$ cat config.mk
export PLATFORM = sky130hd
export DESIGN_NAME = pll_cfg_lock
export DESIGN_NICKNAME = d
export VERILOG_FILES = /design/src/rtl/pll_cfg_pkg.sv /design/src/rtl/slow_countdown.sv /design/src/rtl/irq_mask_unit.sv /design/src/rtl/pll_cfg_lock.sv
export SDC_FILE = /design/constraint.sdc
export NUM_CORES = 1
export LEC_CHECK = 0
export BUFFER_PORTS_ARGS = -buffer_cell sky130_fd_sc_hd__buf_4
export CAP_MARGIN = 5
export CORE_UTILIZATION = 54
export DETAILED_ROUTE_END_ITERATION = 7
export GPL_TIMING_DRIVEN = 0
export MAX_ROUTING_LAYER = met4
export PLACE_DENSITY = 0.8
export SYNTH_ARGS = -nofsm -noshare
export SYNTH_HDL_FRONTEND = slang
export SYNTH_HIERARCHICAL = 1
export SYNTH_SLANG_ARGS = --single-unit
$ cat constraint.sdc
create_clock -name clk_i -period 2.33 [get_ports clk_i]
set_input_delay 0.233 -clock clk_i [delete_from_list [all_inputs] [get_ports clk_i]]
set_output_delay 0.233 -clock clk_i [all_outputs]
set_load 0.03 [all_outputs]
$ cat src/rtl/pll_cfg_pkg.sv
package pll_cfg_pkg;
  typedef enum logic [1:0] {
    ADDR_OSC  = 2'd0,
    ADDR_PLL  = 2'd1,
    ADDR_MSET = 2'd2,
    ADDR_MCLR = 2'd3
  } reg_addr_e;

  localparam int DIV_LSB    = 0;
  localparam int LCNT_LSB   = 8;
  localparam int RNG_LSB    = 14;
  localparam int MUL_LSB    = 16;
  localparam int OSC_EN_BIT = 0;
  localparam int OCNT_LSB   = 8;

  localparam int IRQ_OSC  = 0;
  localparam int IRQ_LOCK = 1;
  localparam int IRQ_W    = 2;
endpackage

$ cat src/rtl/slow_countdown.sv
module slow_countdown #(
  parameter int W = 8
) (
  input  logic         clk_i,
  input  logic         rst_ni,
  input  logic         clear_i,
  input  logic         load_i,
  input  logic [W-1:0] load_val_i,
  input  logic         tick_i,
  output logic         done_o
);
  logic         active_q;
  logic [W-1:0] rem_q;

  // load wins over clear so a write that turns the source on starts the wait
  always_ff @(posedge clk_i or negedge rst_ni) begin
    if (!rst_ni) begin
      active_q <= 1'b0;
      rem_q    <= '0;
    end else if (load_i) begin
      active_q <= 1'b1;
      rem_q    <= load_val_i;
    end else if (clear_i) begin
      active_q <= 1'b0;
      rem_q    <= '0;
    end else if (tick_i && (rem_q != '0)) begin
      rem_q    <= rem_q - 1'b1;
    end
  end

  assign done_o = active_q && (rem_q == '0);
endmodule

$ cat src/rtl/irq_mask_unit.sv
module irq_mask_unit #(
  parameter int W = 2
) (
  input  logic         clk_i,
  input  logic         rst_ni,
  input  logic         set_i,
  input  logic         clr_i,
  input  logic [W-1:0] bits_i,
  input  logic [W-1:0] status_i,
  output logic [W-1:0] mask_o,
  output logic         irq_o
);
  logic [W-1:0] mask_q;

  always_ff @(posedge clk_i or negedge rst_ni) begin
    if (!rst_ni)    mask_q <= '0;
    else if (set_i) mask_q <= mask_q | bits_i;
    else if (clr_i) mask_q <= mask_q & ~bits_i;
  end

  assign mask_o = mask_q;
  assign irq_o  = |(status_i & mask_q);
endmodule

$ cat src/rtl/pll_cfg_lock.sv
module pll_cfg_lock
  import pll_cfg_pkg::*;
#(
  parameter int DIV_W     = 8,
  parameter int LCNT_W    = 6,
  parameter int RNG_W     = 2,
  parameter int MUL_W     = 11,
  parameter int OCNT_W    = 8,
  parameter int OSC_SHIFT = 3
) (
  input  logic             clk_i,
  input  logic             rst_ni,
  input  logic             slow_tick_i,
  input  logic             wr_en_i,
  input  logic [1:0]       wr_addr_i,
  input  logic [31:0]      wr_data_i,
  output logic [MUL_W:0]   pll_mul_o,
  output logic [DIV_W-1:0] pll_div_o,
  output logic [RNG_W-1:0] pll_range_o,
  output logic             pll_lock_o,
  output logic             osc_stable_o,
  output logic [IRQ_W-1:0] irq_mask_o,
  output logic             irq_o
);
  localparam int OTMR_W = OCNT_W + OSC_SHIFT;

  logic osc_wr, pll_wr, mset_wr, mclr_wr;
  assign osc_wr  = wr_en_i && (wr_addr_i == ADDR_OSC);
  assign pll_wr  = wr_en_i && (wr_addr_i == ADDR_PLL);
  assign mset_wr = wr_en_i && (wr_addr_i == ADDR_MSET);
  assign mclr_wr = wr_en_i && (wr_addr_i == ADDR_MCLR);

  // PLL configuration
  logic [DIV_W-1:0]  new_div, div_q;
  logic [MUL_W-1:0]  new_mul, mul_q;
  logic [RNG_W-1:0]  new_rng, rng_q;
  logic [LCNT_W-1:0] new_lcnt;
  logic              new_on, pll_on_q, pll_chg, pll_load, pll_done;

  assign new_div  = wr_data_i[DIV_LSB  +: DIV_W];
  assign new_lcnt = wr_data_i[LCNT_LSB +: LCNT_W];
  assign new_rng  = wr_data_i[RNG_LSB  +: RNG_W];
  assign new_mul  = wr_data_i[MUL_LSB  +: MUL_W];
  assign new_on   = (new_div != '0) && (new_mul != '0);
  assign pll_chg  = (new_div != div_q) || (new_mul != mul_q);
  assign pll_load = pll_wr && pll_chg && new_on;
  assign pll_on_q = (div_q != '0) && (mul_q != '0);

  always_ff @(posedge clk_i or negedge rst_ni) begin
    if (!rst_ni) begin
      div_q <= '0;
      mul_q <= '0;
      rng_q <= '0;
    end else if (pll_wr) begin
      div_q <= new_div;
      mul_q <= new_mul;
      rng_q <= new_rng;
    end
  end

  slow_countdown #(.W(LCNT_W)) i_pll_tmr (
    .clk_i      (clk_i),
    .rst_ni     (rst_ni),
    .clear_i    (!pll_on_q),
    .load_i     (pll_load),
    .load_val_i (new_lcnt),
    .tick_i     (slow_tick_i),
    .done_o     (pll_done)
  );

  assign pll_lock_o  = pll_done && pll_on_q;
  assign pll_mul_o   = pll_on_q ? ({1'b0, mul_q} + 1'b1) : '0;
  assign pll_div_o   = div_q;
  assign pll_range_o = rng_q;

  // main oscillator
  logic              osc_en_q, osc_load, osc_done;
  logic [OCNT_W-1:0] new_ocnt;
  logic [OTMR_W-1:0] osc_wait;

  assign new_ocnt = wr_data_i[OCNT_LSB +: OCNT_W];
  assign osc_wait = {new_ocnt, {OSC_SHIFT{1'b0}}};
  assign osc_load = osc_wr && wr_data_i[OSC_EN_BIT] && !osc_en_q;

  always_ff @(posedge clk_i or negedge rst_ni) begin
    if (!rst_ni)     osc_en_q <= 1'b0;
    else if (osc_wr) osc_en_q <= wr_data_i[OSC_EN_BIT];
  end

  slow_countdown #(.W(OTMR_W)) i_osc_tmr (
    .clk_i      (clk_i),
    .rst_ni     (rst_ni),
    .clear_i    (!osc_en_q),
    .load_i     (osc_load),
    .load_val_i (osc_wait),
    .tick_i     (slow_tick_i),
    .done_o     (osc_done)
  );

  assign osc_stable_o = osc_done && osc_en_q;

  // interrupt
  logic [IRQ_W-1:0] status;
  assign status[IRQ_OSC]  = osc_stable_o;
  assign status[IRQ_LOCK] = pll_lock_o;

  irq_mask_unit #(.W(IRQ_W)) i_irq (
    .clk_i    (clk_i),
    .rst_ni   (rst_ni),
    .set_i    (mset_wr),
    .clr_i    (mclr_wr),
    .bits_i   (wr_data_i[IRQ_W-1:0]),
    .status_i (status),
    .mask_o   (irq_mask_o),
    .irq_o    (irq_o)
  );

  logic unused_data;
  assign unused_data = ^wr_data_i[31:MUL_LSB+MUL_W];
endmodule

==> reports/results.txt <==
Synth top area cells: dfrtp_1, mux2_2, xnor2_1
Synth Register Bits: 43
Yosys top cell by area: dfrtp_1
Post-synth EDFFs: 0
Hpwl dp: 5.09 mm
# H-tree levels: 2
Cells after DPL: 417
Finished Layout Cells: 432
Max Clk Rate: 434 MHz
Longest Clk Path Bufs: 2
Synth unique cells: 63
Crit-path max FO: 7
Fraction of layout cells with a size suffix above 1: 37.3%
Fin. Hold Viols: 0
Synth top cells by count: dfrtp_1, nand2_1, xnor2_1
Tcrit/Tclk final: 99.0%
Reg-to-reg endpoint: i_pll_tmr/rem_q[3]
Layout area overhead: 26.9%
Core Area: 5110 sq um
Clock Latency Late Sink: 0.30 ns
Avg Inst Size Synth: 9.95 sq um
Cells after Synth: 286
Reg clk slew, reported paths: 0.09 ns
Max cap viols: 0
Synthesized area: 2850 sq um
Reg2reg setup slack: 0.09 ns
Die Ht: 74.6 um
Critical Path RT: 2.10 ns
Clock sinks: 43
Sequential cell area: 1080 sq um
Asr flop ratio synth: 100%
Routability cong.: 0.873
Final setup viols: 0
Area share of the largest cell type after synthesis: 37.8%
# rows: 26
Vias: 2525
Hold Path Depth: 3
CTS root buf: clkbuf_8
LEAKAGE: 1.55 nW
Largest net degree at the start of global routing: 44
Yosys warns: 6
Multi-input gate area: 1720 sq um
Pins Over Slew Limit: 0
FF-to-FF path depth: 8
Initial core utilization: 55.7%
Min Tclk post-route: 2.31 ns
Overall Global Routing Usage: 27.0%
Initial antenna violation count: 0
Die area: 5570 sq um
Critical Path AT: 2.07 ns
Gr ovfl total: 0
Tightest Hold Check Type: in2reg
Tightest Pin Transition: 0.582 ns
Status: finished, final reports clean
Buffers on Ports: 59
Die width: 74.6 um
Worst R2R Start: mul_q[3]
Via density per instance: 5.84
Rel. slew slack: 61.0%
Average wire per standard cell: 16.2 um
Critical Path Start Type: flip-flop
First-pass GRT wire length: 11.0 mm
IO Count: 65
Hold Crit Start: wr_data_i[11]
Setup CP Type: reg2out
Fin nets: 404
Clock Skew: 0.00390 ns
DRC violations left: 0
WHS Endpoint: i_pll_tmr/rem_q[3]
CP Capture Type: output pin
Core Util, Final: 70.7%
First-pass detailed-route iteration total: 4
Peak VDD IR: 524 uV
Antenna diode count: 0
Register area share after synthesis: 37.8%
Num CTS Buffers: 5
ANT nets after route: 0
CTS tree: built
Number of global-route vias before repair: 2293
Most common flop cell mapped by yosys: dfrtp_1
FILL cells: 399
Pwr dens: 960 nW/um^2
Total length of routed wires: 7.00 mm
Number of DRC markers in iteration 0: 89
Count leader, synth: dfrtp_1
## through the flow
stage	total power [W]	setup slack, ns	cell area [sq um]	setup TNS [ns]	hold slack [ns]
finish	0.00347	0.0241	3610	0	0.149
global route	0.00369	-0.0458	3610	-0.136	0.143
CTS	0.00337	0.0162	3500	0	0.144
detailed placement	0.00284	-0.0171	3380	-0.0171	0.265
global placement	0.00279	0.0333	3380	0	0.257
floorplan	0.00236	0.206	2850	0	-0.0626
## where the power goes
part	switching [W]	leakage [nW]	total (W)	internal, W
Sequential	0.000302	0.525	0.00125	0.000945
Combinational	0.000922	0.986	0.00172	0.000802
Clock	0.000283	0.0408	0.000497	0.000215
Total	0.00151	1.55	0.00347	0.00196
## cell type report
type                       count  area share, %
sequential                    43           29.9
clock buffer                   5           1.91
buffer                        10           1.80
multi-input combinational    220           47.7
tap                           70           2.42
inverter                      15           1.56
timing repair buffer          66           14.1
clock inverter                 3          0.658
## how the worst max path moves through the flow
| stage | from | to | slack, ns |
|---|---|---|---|
| finish | mul_q[0] | irq_o | 0.02 |
| global route | mul_q[0] | irq_o | -0.05 |
| CTS | mul_q[7] | i_pll_tmr/rem_q[4] | 0.02 |
| detailed placement | mul_q[7] | i_pll_tmr/rem_q[4] | -0.02 |
| global placement | mul_q[2] | i_pll_tmr/rem_q[4] | 0.03 |
| floorplan | i_osc_tmr/rem_q[0] | irq_o | 0.21 |
## logic make-up after synthesis
family,Yosys count,share of synthesized area (%)
AOI/OAI and AO/OA,50,14.3
xor gates and xnor gates,28,8.62
and+or+nand+nor,112,24.1
other,1,0.132
DFF,43,37.8
buffers and inverters,25,4.18
adders and majority gates,5,2.20
muxes,22,8.66
## worst max-delay path, cell delays in order (launching register included)
cell and delay, ns:
dfrtp_2 0.48, inv_1 0.08, ha_1 0.15, nor4b_2 0.21, nand3_1 0.18, and3_1 0.27
a22o_1 0.23, buf_4 0.17
## layout by cell type, fill, tap and decap left out, types with 5 or more instances in the layout
master / netlist / layout
nand4_1: 8 / 8
buf_4: 1 / 66
nand2_1: 28 / 28
xnor2_1: 25 / 23
o21ai_1: 5 / 5
clkbuf_8: 0 / 5
mux2_2: 21 / 21
nand3_1: 7 / 7
ha_1: 5 / 5
inv_1: 15 / 15
o21ai_0: 5 / 5
nor2_1: 19 / 18
and3_1: 5 / 5
dfrtp_1: 43 / 41
nor4_1: 10 / 8
## per-layer routing
metal | part of all wire, % | track usage [%] | up-vias
li1 | - | - | 1207
met1 | 44 | 35.6 | 1239
met2 | 51 | 42.8 | 69
met3 | 3.5 | 4.07 | 10
met4 | 1.2 | 8.18 | 0
met5 | 0 | - | -
## flip-flops by register name (all words and copies together) (netlist names), named ones only
| name | cells |
|---|---|
| i_pll_tmr/rem_q | 6 |
| pll_range_o | 2 |
| osc_en_q | 1 |
| mul_q | 11 |
| i_osc_tmr/rem_q | 11 |
| pll_div_o | 8 |
| i_osc_tmr/active_q | 1 |
| i_pll_tmr/active_q | 1 |
## what timing repair did
item | 4_1_cts | 5_1_grt
setup endpoints to repair | 2 | 16
hold buffers | 1 | 0
hold endpoints to repair | 43 | 0
gates cloned | 0 | 0
resized for setup | 1 | 13
pin swaps | 0 | 4
setup buffers | 1 | 5
Power figures use the tool's default switching activity.
